### src/rtl/tmrPkg.sv
package tmrPkg;
  typedef enum logic [1:0] {
    MODE_NORMAL = 2'b00,
    MODE_CTC    = 2'b01,
    MODE_FAST   = 2'b10,
    MODE_PHASE  = 2'b11
  } wgMode_e;

  localparam logic [2:0] ADDR_CNT   = 3'd0;
  localparam logic [2:0] ADDR_OCR   = 3'd1;
  localparam logic [2:0] ADDR_CTRL  = 3'd2;
  localparam logic [2:0] ADDR_FORCE = 3'd3;
  localparam logic [2:0] ADDR_FLAG  = 3'd4;

  typedef struct packed {
    logic cntLoad;
    logic cntClear;
    logic cntInc;
    logic cntDec;
    logic dirToUp;
    logic dirToDown;
    logic ocrWrite;
    logic bufWrite;
    logic bufToOcr;
    logic flagSet;
    logic flagClr;
    logic pinSet;
    logic pinClr;
    logic pinTog;
  } dpStrobe_t;
endpackage

### src/rtl/tmrDatapath.sv
module tmrDatapath
  import tmrPkg::*;
#(
  parameter int CNT_W = 8
) (
  input  logic             clk,
  input  logic             rstN,
  input  dpStrobe_t        stb,
  input  logic [CNT_W-1:0] wrData,
  output logic [CNT_W-1:0] cnt,
  output logic [CNT_W-1:0] ocr,
  output logic             isMatch,
  output logic             atTop,
  output logic             atBottom,
  output logic             dirUp,
  output logic             flag,
  output logic             ocLevel
);
  localparam logic [CNT_W-1:0] CNT_MAX = '1;
  localparam logic [CNT_W-1:0] CNT_ONE = CNT_W'(1);

  logic [CNT_W-1:0] ocrBuf;

  // Counter and count direction
  always_ff @(posedge clk) begin
    if (!rstN) begin
      cnt   <= '0;
      dirUp <= 1'b1;
    end else begin
      if (stb.cntLoad)       cnt <= wrData;
      else if (stb.cntClear) cnt <= '0;
      else if (stb.cntInc)   cnt <= cnt + CNT_ONE;
      else if (stb.cntDec)   cnt <= cnt - CNT_ONE;
      if (stb.dirToDown)     dirUp <= 1'b0;
      else if (stb.dirToUp)  dirUp <= 1'b1;
    end
  end

  // Compare value and its staging buffer
  always_ff @(posedge clk) begin
    if (!rstN) begin
      ocr    <= '0;
      ocrBuf <= '0;
    end else begin
      if (stb.bufWrite)      ocrBuf <= wrData;
      if (stb.ocrWrite)      ocr    <= wrData;
      else if (stb.bufToOcr) ocr    <= ocrBuf;
    end
  end

  // Match flag and pin register
  always_ff @(posedge clk) begin
    if (!rstN) begin
      flag    <= 1'b0;
      ocLevel <= 1'b0;
    end else begin
      if (stb.flagSet)      flag <= 1'b1;
      else if (stb.flagClr) flag <= 1'b0;
      if (stb.pinSet)       ocLevel <= 1'b1;
      else if (stb.pinClr)  ocLevel <= 1'b0;
      else if (stb.pinTog)  ocLevel <= ~ocLevel;
    end
  end

  assign isMatch  = (cnt == ocr);
  assign atTop    = (cnt == CNT_MAX);
  assign atBottom = (cnt == '0);
endmodule

### src/rtl/tmrCtrl.sv
module tmrCtrl
  import tmrPkg::*;
(
  input  logic       clk,
  input  logic       rstN,
  input  logic       tickEn,
  input  logic       wrEn,
  input  logic [2:0] wrAddr,
  input  logic [3:0] ctlBits,
  input  logic       isMatch,
  input  logic       atTop,
  input  logic       atBottom,
  input  logic       dirUp,
  output dpStrobe_t  stb,
  output wgMode_e    mode,
  output logic [1:0] com,
  output logic       blocked,
  output logic       pinEnable
);
  logic cntWr, ocrWr, ctrlWr, forceWr, flagClrWr;
  logic pwm, stepOk, realMatch, nonInv, upPhase;

  assign cntWr     = wrEn && (wrAddr == ADDR_CNT);
  assign ocrWr     = wrEn && (wrAddr == ADDR_OCR);
  assign ctrlWr    = wrEn && (wrAddr == ADDR_CTRL);
  assign forceWr   = wrEn && (wrAddr == ADDR_FORCE) && ctlBits[0];
  assign flagClrWr = wrEn && (wrAddr == ADDR_FLAG) && ctlBits[0];

  always_ff @(posedge clk) begin
    if (!rstN) begin
      mode    <= MODE_NORMAL;
      com     <= 2'b00;
      blocked <= 1'b0;
    end else begin
      if (ctrlWr) begin
        mode <= wgMode_e'(ctlBits[3:2]);
        com  <= ctlBits[1:0];
      end
      if (cntWr)       blocked <= 1'b1;
      else if (tickEn) blocked <= 1'b0;
    end
  end

  assign pwm       = mode[1];
  assign stepOk    = tickEn && !cntWr;
  assign realMatch = stepOk && isMatch && !blocked;
  assign nonInv    = (com == 2'b10);
  assign upPhase   = atBottom || (dirUp && !atTop);
  assign pinEnable = (com != 2'b00) && !(pwm && com == 2'b01);

  always_comb begin
    stb          = '0;
    stb.cntLoad  = cntWr;
    stb.bufWrite = ocrWr;
    stb.ocrWrite = ocrWr && !pwm;
    stb.bufToOcr = stepOk && pwm && atTop;
    stb.flagSet  = realMatch;
    stb.flagClr  = flagClrWr;
    if (stepOk) begin
      unique case (mode)
        MODE_CTC: begin
          if (realMatch) stb.cntClear = 1'b1;
          else           stb.cntInc   = 1'b1;
        end
        MODE_PHASE: begin
          if (upPhase) stb.cntInc = 1'b1;
          else         stb.cntDec = 1'b1;
          stb.dirToDown = atTop;
          stb.dirToUp   = atBottom;
        end
        default: stb.cntInc = 1'b1;
      endcase
    end
    unique case (mode)
      MODE_NORMAL, MODE_CTC: begin
        if (realMatch || forceWr) begin
          stb.pinTog = (com == 2'b01);
          stb.pinClr = (com == 2'b10);
          stb.pinSet = (com == 2'b11);
        end
      end
      MODE_FAST: begin
        if (com[1]) begin
          if (stepOk && atTop) begin
            stb.pinSet = nonInv;
            stb.pinClr = !nonInv;
          end else if (realMatch) begin
            stb.pinClr = nonInv;
            stb.pinSet = !nonInv;
          end
        end
      end
      default: begin
        if (com[1] && realMatch) begin
          stb.pinClr = (upPhase == nonInv);
          stb.pinSet = (upPhase != nonInv);
        end
      end
    endcase
  end
endmodule

### src/rtl/tmrCompare.sv
module tmrCompare
  import tmrPkg::*;
#(
  parameter int CNT_W = 8
) (
  input  logic             clk,
  input  logic             rstN,
  input  logic             tickEn,
  input  logic             wrEn,
  input  logic [2:0]       wrAddr,
  input  logic [CNT_W-1:0] wrData,
  output logic             wavePin,
  output logic             cmpFlag,
  output logic [CNT_W-1:0] cntVal
);
  localparam logic [CNT_W-1:0] CNT_MAX = '1;
  localparam logic [CNT_W-1:0] CNT_TURN = CNT_MAX - CNT_W'(1);

  dpStrobe_t        stb;
  wgMode_e          mode;
  logic [1:0]       com;
  logic             blocked, pinEnable;
  logic             isMatch, atTop, atBottom, dirUp, ocLevel;
  logic [CNT_W-1:0] ocrVal;

  tmrCtrl u_ctrl (
    .clk(clk), .rstN(rstN), .tickEn(tickEn), .wrEn(wrEn), .wrAddr(wrAddr),
    .ctlBits(wrData[3:0]), .isMatch(isMatch), .atTop(atTop),
    .atBottom(atBottom), .dirUp(dirUp), .stb(stb), .mode(mode), .com(com),
    .blocked(blocked), .pinEnable(pinEnable)
  );

  tmrDatapath #(.CNT_W(CNT_W)) u_dp (
    .clk(clk), .rstN(rstN), .stb(stb), .wrData(wrData), .cnt(cntVal),
    .ocr(ocrVal), .isMatch(isMatch), .atTop(atTop), .atBottom(atBottom),
    .dirUp(dirUp), .flag(cmpFlag), .ocLevel(ocLevel)
  );

  assign wavePin = pinEnable && ocLevel;

  logic cntWrIn, forceIn;
  assign cntWrIn = wrEn && (wrAddr == ADDR_CNT);
  assign forceIn = wrEn && (wrAddr == ADDR_FORCE) && wrData[0];

  p_hold_r2: assert property (@(posedge clk) disable iff (!rstN)
    (!tickEn && !cntWrIn) |=> $stable(cntVal));

  p_flag_src_r3: assert property (@(posedge clk) disable iff (!rstN)
    $rose(cmpFlag) |-> $past(tickEn && !cntWrIn && isMatch && !blocked));

  p_ctc_zero_r4: assert property (@(posedge clk) disable iff (!rstN)
    (mode == MODE_CTC && tickEn && !cntWrIn && isMatch && !blocked) |=> (cntVal == '0));

  p_buf_hold_r6: assert property (@(posedge clk) disable iff (!rstN)
    (mode[1] && !(tickEn && !cntWrIn && atTop)) |=> $stable(ocrVal));

  p_pwm_force_r7: assert property (@(posedge clk) disable iff (!rstN)
    (mode[1] && forceIn && !tickEn) |=> $stable(wavePin));

  p_phase_turn_r10: assert property (@(posedge clk) disable iff (!rstN)
    (mode == MODE_PHASE && tickEn && !cntWrIn && atTop) |=> (cntVal == CNT_TURN));
endmodule

### config.mk
export PLATFORM = sky130hd
export DESIGN_NAME = tmrCompare
export DESIGN_NICKNAME = d
export VERILOG_FILES = /design/src/rtl/tmrPkg.sv /design/src/rtl/tmrDatapath.sv /design/src/rtl/tmrCtrl.sv /design/src/rtl/tmrCompare.sv
export SDC_FILE = /design/constraint.sdc
export NUM_CORES = 1
export LEC_CHECK = 0
export ABC_AREA = 0
export CORE_MARGIN = 2
export CORE_UTILIZATION = 40
export DETAILED_ROUTE_END_ITERATION = 8
export GPL_TIMING_DRIVEN = 0
export SLEW_MARGIN = 15
export SYNTH_ARGS = -nofsm -noshare
export SYNTH_HDL_FRONTEND = slang
export SYNTH_HIERARCHICAL = 1
export SYNTH_SLANG_ARGS = --single-unit
### constraint.sdc
create_clock -name clk -period 4.5 [get_ports clk]
set_clock_uncertainty 0.05 [all_clocks]
set_input_delay 0.675 -clock clk [delete_from_list [all_inputs] [get_ports clk]]
set_output_delay 0.675 -clock clk [all_outputs]
set_load 0.05 [all_outputs]
# Yosys cells after proc, flatten, opt, wreduce, memory -nomap -nowiden
# Index checks and enable logic that the tools add are counted.
# op_classes
add_sub_neg	2
n_eq_ne	14
muxes	30
n_bitwise	1
reduce_logical	38
# ops
op	count
two-way mux 8 bit	6
logical AND 1 bit	19
two-way mux 1 bit	15
nonzero test 2 bit	5
adder 8 x 1 -> 8 bit (second input constant)	1
equality test 2 bit (second input constant)	4
equality test 8 bit	1
equality test 8 bit (second input constant)	1
zero test 8 bit	1
two-way mux 2 bit	4
subtractor 8 x 1 -> 8 bit (second input constant)	1
equality test 3 x 2 -> 1 bit (second input constant)	2
zero test 1 bit	6
two-way mux 3 bit	2
two-way mux 5 bit	1
equality test 2 x 1 -> 1 bit (second input constant)	2
one-hot mux 2 bit (2 select lines)	1
nonzero test 4 bit	1
equality test 3 x 1 -> 1 bit (second input constant)	1
equality test 3 bit (second input constant)	1
zero test 3 bit	1
nonzero test 3 bit	1
zero test 2 bit	1
logical OR 1 bit	2
5 further kinds	5
# totals
ff_bits	32
inputBits	15

# Longest topological paths before layout
# depth
word_depth	13
ltp_mapped	13
ltp_nobuf	13

# By module
# The synthesis kept the hierarchy.
# modules_own_cells
module	n_inst	cells_per_inst	area_per_inst_um2
tmrDatapath	1	179	1514.0
tmrCtrl	1	66	541.8
tmrCompare	1	1	6.3

# Worst setup path after synthesis
# No wires, ideal clock.
# synth_path
kind	reg-to-reg
start	reg u_dp.cnt[5]
end	reg u_dp.cnt[7]
setup_ps	120
arrival_ps	3297
path_slack_ps	1034
path_stages_with_launch	13
path_buffers	0
synth_period_minus_slack_ps	3466
cell_sequence	dfxtp_1 -> or4_1 -> nor2_1 -> a21oi_1 -> mux2_2 -> a21oi_1 -> inv_1 -> ha_1 -> a2111oi_0 -> o21ai_0 -> nand2_1 -> nor2_1 -> a211o_1
# synth_lines
element	line_no	text
start, declared	tmrDatapath.sv:10	output logic [CNT_W-1:0] cnt,
start signal, assigned	tmrDatapath.sv:30	if (stb.cntLoad) cnt <= wrData;
start signal, assigned	tmrDatapath.sv:32	else if (stb.cntInc) cnt <= cnt + CNT_ONE;
start signal, assigned	tmrDatapath.sv:33	else if (stb.cntDec) cnt <= cnt - CNT_ONE;

==> impl_metrics.env <==
export IMPL_synth_cell_area_mm2=0.00206
export IMPL_ios=25
export IMPL_antenna_found_initial=0
export IMPL_layout_min_cycle_time_ns=3.74
export IMPL_drt_first_iter_violations=61
export IMPL_cap_violations=0
export IMPL_setup_viol=0
export IMPL_wl_per_cell_um=14.2
export IMPL_yosys_top_cells_area="dfxtp_1 31%, mux2i_1 10%, nor2_1 8.0%, xnor2_1 4.7%, a21oi_1 4.6%"
export IMPL_ctsRootBufferMaster="clkbuf_8"
export IMPL_ys_flop_type="dfxtp_1"
export IMPL_r2r_slack_ns=0.76
export IMPL_grt_util_all_layers_pct=18.5
export IMPL_path_buf_inv=1
export IMPL_num_vias=1824
export IMPL_crit_type="reg -> reg"
export IMPL_die_width_um=75.8
export IMPL_die_area_mm2=0.00574
export IMPL_rsz0062_at_grt="no"
export IMPL_crit_path_end="u_dp/cnt[7]"
export IMPL_start_util_pct=40.9
export IMPL_cts_resized=0
export IMPL_syn_inst=246
export IMPL_hp_class="reg -> reg"
export IMPL_clk_path_buf_depth=2
export IMPL_postRouteAntennaNets=0
export IMPL_grt_max_degree=13
export IMPL_cts_buffers=5
export IMPL_insertion_delay_ns=0.28
export IMPL_synth_nets=268
export IMPL_synth_edff_count=0
export IMPL_finalHoldViolCount=0
export IMPL_firstDrtPassIters=4
export IMPL_pwr_density_cell_mw_per_mm2=329
export IMPL_setup_ws_ns=0.759
export IMPL_synth_top_cell_by_area="dfxtp_1"
export IMPL_period_share_pct=83.1
export IMPL_vdd_ir_drop_max_uv=238
export IMPL_fin_tns_setup_ns=0
export IMPL_cts_sinks=32
export IMPL_routabilityCongestion=0.802
export IMPL_pre_cts_ws_ns=0.803
export IMPL_areaGrowthSynthToFinish_pct=21.1
export IMPL_cp_top_family="compound AO/OA/AOI/OAI gates"
export IMPL_dp_hpwl_um=3700
export IMPL_synthArstFlopShare_pct=0
export IMPL_clkTransAtPathRegs_ns=0.07
export IMPL_post_cts_buffers=0
export IMPL_status="finished, final reports clean"
export IMPL_relSlewSlack_pct=58.4
export IMPL_ys_seq_area_share_pct=31.1
export IMPL_final_layout_size_suffix_gt1_share_pct=8.99
export IMPL_diodes=0
export IMPL_ys_ff_latch=32
export IMPL_fmax_mhz=267
export IMPL_cp_start_kind="register"
export IMPL_avgSynthCellArea_um2=8.38
export IMPL_path_depth=12
export IMPL_crit_path_top_delay_cell="or4_1"
export IMPL_core_area_mm2=0.00504
export IMPL_cts_tree="done"
export IMPL_vias_per_cell=5.24
export IMPL_grt_pass1_vias=1615
export IMPL_nets=299
export IMPL_end_kind="register"
export IMPL_io_buffers=24
export IMPL_max_stage_delay_ns=0.54
export IMPL_crit_start="u_dp/cnt[5]"
export IMPL_cp_cell_sequence="or4_1 -> nor2_1 -> a21oi_1 -> mux2_2 -> a21oi_1 -> inv_1 -> ha_1 -> a2111oi_0 -> o21ai_0 -> nand2_1 -> nor2_1 -> a211o_1"
export IMPL_r2r_start="u_dp/cnt[5]"
export IMPL_row_count=26
export IMPL_die_h_um=75.8
export IMPL_path_max_fanout=6
export IMPL_grt_pass1_wl_um=7870
export IMPL_required_ns=4.62
export IMPL_totalWireLength_um=4960
export IMPL_worst_r2r_cell_count=12
export IMPL_grt_overflow=0
export IMPL_ys_warn_count=6
export IMPL_synthDistinctLibCells=55
export IMPL_tightest_slew_ns=0.625
export IMPL_drc=0
export IMPL_slew_viol_final=0
export IMPL_crit_arrival_ns=3.87
export IMPL_h_tree_depth=2
export IMPL_yosysTopAreaCellShare_pct=31.1
export IMPL_rr_endpoint="u_dp/cnt[7]"
export IMPL_p_leak_nw=0.928
export IMPL_hold_buffers=0
-- flip-flops by register name, indices dropped and copies added, names as in the netlist --
register and cells:
u_dp/cnt 8, u_dp/ocrBuf 8, u_dp/ocr 8, u_ctrl/com 2
u_ctrl/mode 2, u_ctrl/blocked 1, u_dp/dirUp 1, u_dp/flag 1
u_dp/ocLevel 1
-- routing by layer --
layer | vias up | global-route usage, % | wire length [µm]
li1 | 936 | - | -
met1 | 862 | 25.0 | 2480
met2 | 24 | 29.5 | 2340
met3 | 2 | 5.16 | 124
met4 | 0 | 3.51 | 17
met5 | - | 0 | 0
-- how the worst min path moves through the flow --
stage	startpoint	end	slack (ns)	cells after the start
after floorplan	u_dp/ocrBuf[0]	u_dp/ocrBuf[0]	0.41	2
after global placement	u_dp/flag	u_dp/flag	0.41	2
after detailed placement	u_dp/flag	u_dp/flag	0.42	2
after CTS	u_dp/flag	u_dp/flag	0.44	2
after global routing	u_dp/flag	u_dp/flag	0.48	2
final	u_dp/flag	u_dp/flag	0.43	2
-- synthesized netlist by cell type, types with 3 or more instances --
cell type and count:
nor2_1 44, dfxtp_1 32, mux2i_1 21, a21oi_1 19, o21ai_0 13, xnor2_1 11
inv_1 8, nor2b_1 8, clkbuf_1 7, ha_1 6, nand4_1 5, buf_4 4
nand2_1 4, nand2b_1 4, nor3_1 4, a22oi_1 3, and3_1 3, o211ai_1 3
xor2_1 3
-- report_power, final --
group	leakage, nW	switching [mW]	total [mW]	internal (mW)
combinational	0.612	0.128	0.228	0.100
sequential	0.261	0.0239	0.322	0.298
clock	0.0552	0.107	0.271	0.164
-- kinds of logic (layout without fill, tap and decap cells) --
family / Yosys count / after routing / synth area share, %
adders and majority gates: 7 / 7 / 4.61
buffers and inverters: 23 / 55 / 5.40
xor gates and xnor gates: 14 / 14 / 5.95
and+or+nand+nor: 94 / 94 / 25.2
DFF: 32 / 32 / 31.1
AOI/OAI and AO/OA: 53 / 53 / 16.4
muxes: 23 / 23 / 11.3
-- placed cells by master (no fill, tap or decap), types with 2 or more instances in the layout --
master / n
nor2_1: 44
dfxtp_1: 32
clkdlybuf4s50_1: 24
mux2i_1: 21
a21oi_1: 19
o21ai_0: 13
xnor2_1: 11
clkbuf_1: 8
inv_1: 8
nor2b_1: 8
ha_1: 6
clkbuf_8: 5
nand4_1: 5
nand2b_1: 4
nor3_1: 4
nand2_1: 4
buf_4: 4
and3_1: 3
xor2_1: 3
o211ai_1: 3
a22oi_1: 3
and3_4: 2
nand3b_1: 2
nand4b_1: 2
mux2_2: 2
or4_1: 2
buf_2: 2
a211o_1: 2
a211oi_1: 2
-- worst min-delay path: stages, from the launching register on --
cell     delay, ns
dfxtp_1       0.33
a21oi_1       0.06
nor2_1        0.06
-- stage by stage --
| stage | instances | power, mW | hold WS, ns | util (%) | area, µm² |
|---|---|---|---|---|---|
| floorplan | 246 | 0.483 | 0.410 | - | 2060 |
| global route | 348 | 0.867 | 0.477 | 49.5 | 2500 |
| global placement | 340 | 0.553 | 0.413 | 47.4 | 2390 |
| finish | 348 | 0.821 | 0.434 | 49.5 | 2500 |
| CTS | 348 | 0.828 | 0.440 | 49.5 | 2500 |
| detailed placement | 340 | 0.555 | 0.424 | 47.4 | 2390 |
-- area by class of cell --
type / count / area, µm²
Buffer: 15 / 81.3
Clock buffer: 6 / 72.6
Clock inverter: 2 / 35.0
Fill cell: 514 / 2540
Inverter: 8 / 30.0
Multi-Input combinational cell: 191 / 1310
Sequential cell: 32 / 641
Tap cell: 70 / 87.6
Timing Repair Buffer: 24 / 240
Note: power is estimated with default switching activity, not from simulation.
